[config.mk]
export PLATFORM = sky130hd
export DESIGN_NAME = char_ring
export DESIGN_NICKNAME = d
export VERILOG_FILES = /design/src/rtl/char_ring_pkg.sv /design/src/rtl/char_ring_ctrl.sv /design/src/rtl/char_ring_dp.sv /design/src/rtl/char_ring.sv
export SDC_FILE = /design/constraint.sdc
export NUM_CORES = 1
export LEC_CHECK = 0
export BUFFER_PORTS_ARGS = -buffer_cell sky130_fd_sc_hd__buf_2
export CAP_MARGIN = 40
export CELL_PAD_IN_SITES_DETAIL_PLACEMENT = 0
export CELL_PAD_IN_SITES_GLOBAL_PLACEMENT = 2
export CORE_MARGIN = 10
export CORE_UTILIZATION = 47
export CTS_BUF_LIST = sky130_fd_sc_hd__clkbuf_8
export DETAILED_ROUTE_END_ITERATION = 10
export PLACE_DENSITY = 0.93
export SLEW_MARGIN = 5
export SYNTH_ARGS = -nofsm -noshare
export SYNTH_HDL_FRONTEND = slang
export SYNTH_SLANG_ARGS = --single-unit
[constraint.sdc]
create_clock -name clk -period 6.1 [get_ports clk]
set_input_delay 0.61 -clock clk [delete_from_list [all_inputs] [get_ports clk]]
set_output_delay 0.61 -clock clk [all_outputs]
set_load 0.02 [all_outputs]
[src/rtl/char_ring_pkg.sv]
package char_ring_pkg;
  typedef struct packed {
    logic clr;
    logic wrEn;
    logic wrAdv;
    logic rdAdv;
    logic cntInc;
    logic cntDec;
  } ringStrobe_t;
endpackage

[src/rtl/char_ring_ctrl.sv]
module char_ring_ctrl
  import char_ring_pkg::*;
#(
  parameter int DEPTH = 6,
  parameter int CNT_W = 3
) (
  input  logic             clk,
  input  logic             rstN,
  input  logic             clear,
  input  logic             push,
  input  logic             pop,
  input  logic [CNT_W-1:0] count,
  output ringStrobe_t      strobe
);
  localparam logic [CNT_W-1:0] CAP = CNT_W'(DEPTH);

  logic isEmpty, isFull, popTaken;

  assign isEmpty  = (count == '0);
  assign isFull   = (count == CAP);
  assign popTaken = pop && !isEmpty;

  always_comb begin
    strobe.clr    = clear;
    strobe.wrEn   = push && !clear;
    strobe.wrAdv  = push && !clear;
    // one head step covers both a real pop and an overwrite on full
    strobe.rdAdv  = !clear && (popTaken || (push && isFull));
    strobe.cntInc = !clear && push && !isFull && !popTaken;
    strobe.cntDec = !clear && popTaken && !push;
  end

  a_r2_push_inc: assert property (@(posedge clk) disable iff (!rstN)
    (push && !pop && !clear && count < CAP) |=> (count == $past(count) + CNT_W'(1)));
  a_r3_full_hold: assert property (@(posedge clk) disable iff (!rstN)
    (push && !clear && isFull) |=> (count == CAP));
  a_r4_pop_dec: assert property (@(posedge clk) disable iff (!rstN)
    (pop && !push && !clear && !isEmpty) |=> (count == $past(count) - CNT_W'(1)));
  a_r5_empty_pop: assert property (@(posedge clk) disable iff (!rstN)
    (pop && !push && !clear && isEmpty) |=> (count == '0));
  a_r6_clear: assert property (@(posedge clk) disable iff (!rstN)
    clear |=> (count == '0));
  a_r7_both_same: assert property (@(posedge clk) disable iff (!rstN)
    (push && pop && !clear && !isEmpty) |=> (count == $past(count)));
  a_r8_both_empty: assert property (@(posedge clk) disable iff (!rstN)
    (push && pop && !clear && isEmpty) |=> (count == CNT_W'(1)));
endmodule

[src/rtl/char_ring_dp.sv]
module char_ring_dp
  import char_ring_pkg::*;
#(
  parameter int DEPTH = 6,
  parameter int IDX_W = 3,
  parameter int CNT_W = 3
) (
  input  logic             clk,
  input  logic             rstN,
  input  ringStrobe_t      strobe,
  input  logic [7:0]       pushData,
  output logic [7:0]       popData,
  output logic [CNT_W-1:0] count
);
  localparam logic [IDX_W-1:0] LAST = IDX_W'(DEPTH - 1);
  localparam logic [CNT_W-1:0] CAP  = CNT_W'(DEPTH);
  localparam logic [7:0]       FILL = 8'hFF;

  logic [7:0]       mem [DEPTH];
  logic [IDX_W-1:0] rdIdx, wrIdx;
  logic [CNT_W-1:0] cnt;

  function automatic logic [IDX_W-1:0] stepIdx(input logic [IDX_W-1:0] i);
    return (i == LAST) ? '0 : i + IDX_W'(1);
  endfunction

  always_ff @(posedge clk) begin
    if (strobe.wrEn) mem[wrIdx] <= pushData;
  end

  always_ff @(posedge clk or negedge rstN) begin
    if (!rstN) begin
      rdIdx <= '0;
      wrIdx <= '0;
      cnt   <= '0;
    end else if (strobe.clr) begin
      rdIdx <= '0;
      wrIdx <= '0;
      cnt   <= '0;
    end else begin
      if (strobe.wrAdv)  wrIdx <= stepIdx(wrIdx);
      if (strobe.rdAdv)  rdIdx <= stepIdx(rdIdx);
      if (strobe.cntInc) cnt   <= cnt + CNT_W'(1);
      else if (strobe.cntDec) cnt <= cnt - CNT_W'(1);
    end
  end

  assign popData = (cnt == '0) ? FILL : mem[rdIdx];
  assign count   = cnt;

  a_r10_cnt_bound: assert property (@(posedge clk) disable iff (!rstN)
    cnt <= CAP);
  a_r10_idx_range: assert property (@(posedge clk) disable iff (!rstN)
    (rdIdx <= LAST) && (wrIdx <= LAST));
  a_r10_idx_gap: assert property (@(posedge clk) disable iff (!rstN)
    (cnt == '0 || cnt == CAP) |-> (rdIdx == wrIdx));
endmodule

[src/rtl/char_ring.sv]
module char_ring
  import char_ring_pkg::*;
#(
  parameter int DEPTH = 6,
  localparam int CNT_W = $clog2(DEPTH + 1),
  localparam int IDX_W = (DEPTH > 2) ? $clog2(DEPTH) : 1
) (
  input  logic             clk,
  input  logic             rstN,
  input  logic             clear,
  input  logic             push,
  input  logic [7:0]       pushData,
  input  logic             pop,
  output logic [7:0]       popData,
  output logic [CNT_W-1:0] count
);
  ringStrobe_t strobe;

  char_ring_ctrl #(.DEPTH(DEPTH), .CNT_W(CNT_W)) ctrl_i (
    .clk(clk), .rstN(rstN), .clear(clear), .push(push), .pop(pop),
    .count(count), .strobe(strobe)
  );

  char_ring_dp #(.DEPTH(DEPTH), .IDX_W(IDX_W), .CNT_W(CNT_W)) dp_i (
    .clk(clk), .rstN(rstN), .strobe(strobe), .pushData(pushData),
    .popData(popData), .count(count)
  );
endmodule

==> results.toml, run 1 <==
[cts]
h-tree-depth = 3
cts-hold-fix-buffers = 0
cts_buffers = 9
root_buffer = "clkbuf_8"
clock-sinks = 57
clkSlewWorstSetupHoldPaths_ns = 0.06
clk_path_buf_depth = 2
cts_setup_buffers = 0
cts_resized = 0
cts_tree = "built"
clkLatencyLatePin_ns = 0.32

[sta]
slew_headroom_pct = 49.9
rsz0062_at_grt = "no"
finalHoldViolations = 0
drv_slew = 0
setup_viol = 0
fin_tns_setup_ns = 0
layout_setup_ws_ns = 3.43
max_freq_mhz = 374
fin_skew_ns = 0.00324
min_period_ns = 2.67
worst_slew_pin_slew_ns = 0.748
fin_crit_sh_pct = 43.8

[floorplan]
coreArea_um2 = 5040
boundaryPins = 24
fp.dieH_um = 91.7
dieArea_um2 = 8420
die_x_um = 91.7
start_util_pct = 48.0
rows = 26

[worst_setup_path]
arrival_ns = 2.06
critPathLaunch = "dp_i.rdIdx[0]"
end_kind = "primary output"
rr_startpoint = "dp_i.count[0]"
critPathKind = "flip-flop to primary output"
critPathLaunchType = "flip-flop"
path_max_fanout = 14
required_ns = 5.49

[global_route]
grt_max_degree = 19
grt_antenna_before_repair = 0
track_usage_pct = 11.4
grt_pass1_wl_um = 7360
grt-ovfl-total = 0
grt_pass1_vias = 1437

[drt]
ant_nets = 0
vias_per_cell = 5.19
drt_iter0_markers = 73
routed_wl_um = 4450
vias = 1370
wl_per_cell_um = 16.9
drc = 0
firstDrtPassIters = 4

[cells_and_area]
area_growth_pct = 16.4
drive_gt1_share_pct = 27.8
final_util_pct = 55.8
nNetsFinal = 204
antenna_cells = 0

[synthesis]
ys_ff_latch = 57
netlist-cell-type-count = 33
synth_fp_nets = 173
yosys_warnings = 0
syn_avg_cell_area_um2 = 15.2
synth_cells = 159
yosysSeqAreaShare_pct = 68.9
synth_area_um2 = 2420

[place]
portBuffers = 23
place_congestion = 0.719
dpl.hpwl_um = 2930
pre_cts_slack_ns = 3.73

[pwr]
p_leak_nw = 1.02
ir_drop_mv = 0.237
power-per-cell-area_nw_per_um2 = 405

[hold_path]
hp-class = "input port to async pin"

[run_status]
outcome = "finished clean"

[flow_run]
max-cap-violations = 0
registers in the layout, indices dropped and copies added (netlist names):
| name | cells |
|---|---|
| dp_i.count | 3 |
| dp_i.rdIdx | 3 |
| dp_i.wrIdx | 3 |
| dp_i.mem | 48 |
through the flow:
step                      power, mW  instance area, µm²  std cells  hold slack, ns
after floorplan               0.734                2420        159           0.314
after global placement        0.810                2610        247           0.473
after detailed placement      0.837                2630        248           0.472
after CTS                      1.15                2810        263           0.128
after global routing           1.21                2820        264           0.124
final                          1.14                2820        264           0.136
cell usage after synthesis (all sizes together):
| master | count | area, µm² |
|---|---|---|
| a311oi | 1 | 26.3 |
| edfxtp | 48 | 1440 |
| and3b | 1 | 12.5 |
| o21ai | 13 | 65.1 |
| mux2 | 2 | 22.5 |
| nand4 | 1 | 6.26 |
| nor3b | 1 | 7.51 |
| a221o | 1 | 10.0 |
| xnor2 | 2 | 17.5 |
| nor4 | 1 | 6.26 |
| a2111o | 1 | 11.3 |
| fa | 1 | 20.0 |
| mux4 | 8 | 180 |
| nor2b | 2 | 12.5 |
| a21o | 1 | 8.76 |
| a22o | 1 | 8.76 |
| mux2i | 8 | 80.1 |
| dfrtp | 9 | 225 |
| nor2 | 9 | 33.8 |
| or3 | 1 | 6.26 |
| nand2 | 20 | 75.1 |
| o31ai | 1 | 7.51 |
| nor3 | 5 | 25.0 |
| buf | 6 | 31.3 |
| and3 | 3 | 18.8 |
| inv | 4 | 15.0 |
| and2b | 1 | 8.76 |
| a21oi | 3 | 15.0 |
| clkbuf | 2 | 7.51 |
| nand2b | 2 | 12.5 |
critical path: stages (launching register included):
cell     delay, ns
dfrtp_1       0.62
buf_16        0.21
mux4_2        0.49
o21ai_0       0.18
nand2_1       0.07
buf_2         0.17
worst paths after layout:
check                           slack [ns]              to  cells past startpoint
max in group asynchronous             5.78   dp_i.rdIdx[0]                      1
worst max register to register        3.79   dp_i.count[2]                      8
min in group clk                      0.53  dp_i.mem[0][3]                      1
worst min register to register        0.61   dp_i.count[0]                      1
worst min-delay path                  0.14   dp_i.count[0]                      1
worst max-delay path                  3.43      popData[2]                      5
final cells by class:
cell class,instances,area (µm²)
Fill cell,410,2230
Sequential cell,57,1670
Multi-Input combinational cell,90,698
Timing Repair Buffer,28,173
Clock buffer,9,124
Tap cell,70,87.6
Clock inverter,6,51.3
Inverter,4,15.0
metal layers:
metal	part of all wire [%]	wire [µm]	GRT usage (%)
met1	42	1880	12.7
met2	51	2280	18.8
met3	5.7	254	4.56
met4	0.79	35	4.88
met5	0	0	0
where the power goes:
group | switching (mW) | leakage [nW] | internal, mW
registers | 0.0466 | 0.553 | 0.445
clock network | 0.134 | 0.0951 | 0.180
logic | 0.180 | 0.375 | 0.153
kinds of logic after synthesis:
kind of cell,after synthesis,share of synthesized area (%)
AOI/OAI and AO/OA,22,6.31
xor gates and xnor gates,2,0.724
adders and majority gates,1,0.828
buffers and inverters,12,2.22
DFF,57,68.9
muxes,18,11.7
and+or+nand+nor,47,9.31
placed cells by master (no fill, tap or decap):
cell       instances
nor3_1             5
and3_1             3
and2b_2            1
nand2_1           20
a221o_1            1
o31ai_1            1
nor3b_1            1
nand4_1            1
nor2b_1            2
a21o_2             1
clkinv_1           2
bufinv_16          1
or3_1              1
a21oi_1            3
and3b_4            1
buf_16             1
fa_1               1
a2111o_1           1
edfxtp_1          48
clkinv_2           2
mux2i_1            8
mux2_2             2
inv_1              5
clkbuf_8           9
xnor2_1            2
dfrtp_1            9
buf_2             23
mux4_2             8
nor2_1             9
o21ai_1            1
buf_4              4
a22o_1             1
a311oi_4           1
nand2b_1           2
o21ai_0           12
nor4_1             1
Power figures use the tool's default switching activity.
==> inputs of run 2 (changes only) <==
ABC_AREA = 1   (was not set)
CORE_UTILIZATION = 36   (was 47)
PLACE_DENSITY = 0.83   (was 0.93)
clock period = 2.1 ns   (was 6.1 ns; I/O delays follow)
==> run 2 against run 1 <==
  * Combinational power grew to 3.6 times the previous value
  * Critical path depth is 1 higher
  * Via count is 22% higher
  * Clock skew is 0.0043 ns higher
  * Sequential cell count stayed put
  * Critical path type unchanged
  * Critical endpoint is now popData[1]
  * Largest power group unchanged
==> results.toml, run 2 <==
[worst_setup_path]
crit_family = "flip-flops"
critPathLaunchType = "flip-flop"
end_kind = "primary output"
timing.critical_path.cells = "inv_1, o21ai_0, o211ai_1, nand2_1, nand3_1, buf_2"
critPathMaxStageDelay_ns = 0.47
required_ns = 1.89
cp_num_buf_inv = 2
arrival_ns = 1.78
path_max_fanout = 8
cpMaxStageDelayCell = "dfrtp_1"
critPathKind = "flip-flop to primary output"

[sta]
rsz0062_at_grt = "no"
fin_tns_setup_ns = 0
setup_viol = 0
max_freq_mhz = 503
drv_slew = 0
finalHoldViolations = 0
fin_crit_sh_pct = 94.6
fin_skew_ns = 0.00753
slew_headroom_pct = 77.8
worst_slew_pin_slew_ns = 0.333
min_period_ns = 1.99

[global_route]
grt_pass1_vias = 1733
grt_max_degree = 27
grt-ovfl-total = 0
grt_pass1_wl_um = 8940
track_usage_pct = 11.6
grt_antenna_before_repair = 0

[drt]
drt_iter0_markers = 97
drc = 0
firstDrtPassIters = 4
routed_wl_um = 5450
vias_per_cell = 5.00
wl_per_cell_um = 16.3
ant_nets = 0
vias = 1670

[pwr]
internal-power_mw = 2.22
ir_drop_mv = 0.504
power-per-cell-area_nw_per_um2 = 1230
p_leak_nw = 1.12
total_power_mw = 3.55
clkPwrFrac_pct = 27.5
power_frac_seq_pct = 38.5
pwr-share-comb_pct = 34.0
p_sw_mw = 1.33
p_sw_share_pct = 37.4

[synthesis]
synth_fp_nets = 228
synth_top_family_by_area = "simple AND/OR/NAND/NOR gates"
muxShareOfSynthArea_pct = 0
yosysSeqAreaShare_pct = 68.8
async_flop_share_pct = 15.8
syn_avg_cell_area_um2 = 11.3
netlist-cell-type-count = 26
yosys_warnings = 0
synth_cells = 214
synth_common_cells = "48 x edfxtp_1, 39 x nand2_1, 32 x nor2_1, 19 x o21ai_0, 18 x nand3_1"
synth_enable_flop_cells = 48
synth_top_area_share_pct = 59.5
synth_adder_area_share_pct = 0.826
synth-main-ff-cell = "edfxtp_1"
synth_most_common_cell = "edfxtp_1"
synth_area_um2 = 2420
synth_xor_xnor_area_share_pct = 0.362
synth-compound-area-share_pct = 7.90
ys_ff_latch = 57
yosys-top-cells-area = "edfxtp_1 60%, dfrtp_1 9.3%, nand2_1 6.0%"
synth_simple_gate_area_share_pct = 18.6
yosysTopAreaCell = "edfxtp_1"

[cts]
clkSlewWorstSetupHoldPaths_ns = 0.07
root_buffer = "clkbuf_8"
clk_path_buf_depth = 2
cts_buffers = 9
clock-sinks = 57
cts_setup_buffers = 0
cts_tree = "built"
h-tree-depth = 3
clkLatencyLatePin_ns = 0.34

[place]
postPlaceCellArea_um2 = 2680
dpl.hpwl_um = 3480
place_congestion = 0.778
portBuffers = 23

[flow_run]
max-cap-violations = 0

[cells_and_area]
nNetsFinal = 267
largest_register_ffs = 48
drive_gt1_share_pct = 24.5
regMostFlops = "dp_i.mem"
final_util_pct = 44.6
final_cell_mix = "48 x edfxtp_1, 39 x nand2_1, 32 x nor2_1, 23 x buf_2, 19 x o21ai_0"
final_common_cell = "edfxtp_1"
area_growth_pct = 18.9
antenna_cells = 0
postLayoutCellArea_um2 = 2880

[floorplan]
start_util_pct = 37.5
coreArea_um2 = 6460
rows = 29
dieArea_um2 = 10400
boundaryPins = 24
die_x_um = 102
fp.dieH_um = 102

[run_status]
outcome = "finished clean"

[hold_path]
hp-class = "input port to flip-flop"
run 2: changes by cell type in the layout (fill, tap and decap cells not counted), sizes merged, moves of 8 or more:
cell	previous run	this run
nand3	0	19
inv	5	13
nor2	9	34
mux4	8	0
o211ai	0	8
nand2	20	45
mux2i	8	0
run 2: cell families (layout without fill, tap and decap cells):
logic type / Yosys count / after routing
buf+inv: 20 / 63
xor+xnor: 1 / 1
simple gates: 102 / 102
fa+ha+maj: 1 / 1
flops: 57 / 57
compound gates: 33 / 33
run 2: layout make-up:
class | count | area [µm²]
tap | 77 | 96.3
timing repair buffer | 34 | 200
clock buffer | 9 | 124
sequential | 57 | 1670
inverter | 14 | 55.1
multi-input combinational | 137 | 678
clock inverter | 6 | 60.1
fill | 625 | 3580
run 2: worst paths after layout:
kind	cells after the start	startpoint	slack, ns	endpoint
worst max-delay path	6	dp_i.rdIdx[1]	0.11	popData[1]
min in group asynchronous	2	rstN	0.25	dp_i.wrIdx[1]
worst min-delay path	1	pushData[3]	0.11	dp_i.mem[3][3]
worst min register to register	2	dp_i.wrIdx[2]	0.51	dp_i.wrIdx[2]
worst max register to register	11	dp_i.count[2]	0.26	dp_i.count[2]
max in group asynchronous	2	rstN	1.65	dp_i.rdIdx[2]
run 2: metrics by stage:
step                      hold WS, ns  std cells  worst slack [ns]
after floorplan               -0.0856        214             0.289
after global placement         0.0965        318             0.296
after detailed placement       0.0882        318             0.280
after CTS                      0.0975        334            0.0493
after global routing            0.102        334           0.00177
final                           0.112        334             0.112
run 2: power groups by stage:
stage / Sequential (mW) / Combinational (mW) / Clock (mW)
after floorplan: 1.38 / 0.814 / 0
after global placement: 1.39 / 1.21 / 0
after detailed placement: 1.39 / 1.22 / 0
after CTS: 1.36 / 1.23 / 0.995
after global routing: 1.38 / 1.35 / 1.05
final: 1.37 / 1.21 / 0.976
run 2: worst register-to-register path: cells and delay by family (launching register included):
| family | cells | cell delay [ns] |
|---|---|---|
| xor+xnor | 1 | 0.17 |
| fa+ha+maj | 1 | 0.37 |
| buf+inv | 1 | 0.06 |
| flops | 1 | 0.44 |
| simple gates | 8 | 0.70 |
run 2: layer usage:
layer  GRT usage (%)  share of wire, %
met3            3.98               5.2
met4            5.42               1.1
met5               0                 0
met1            14.7                47
met2            17.4                47
run 2: timing repair:
action / in CTS / in global routing
hold endpoints to repair: 9 / 0
setup endpoints to repair: 0 / 8
hold buffers: 1 / 0
resized for setup: 0 / 2
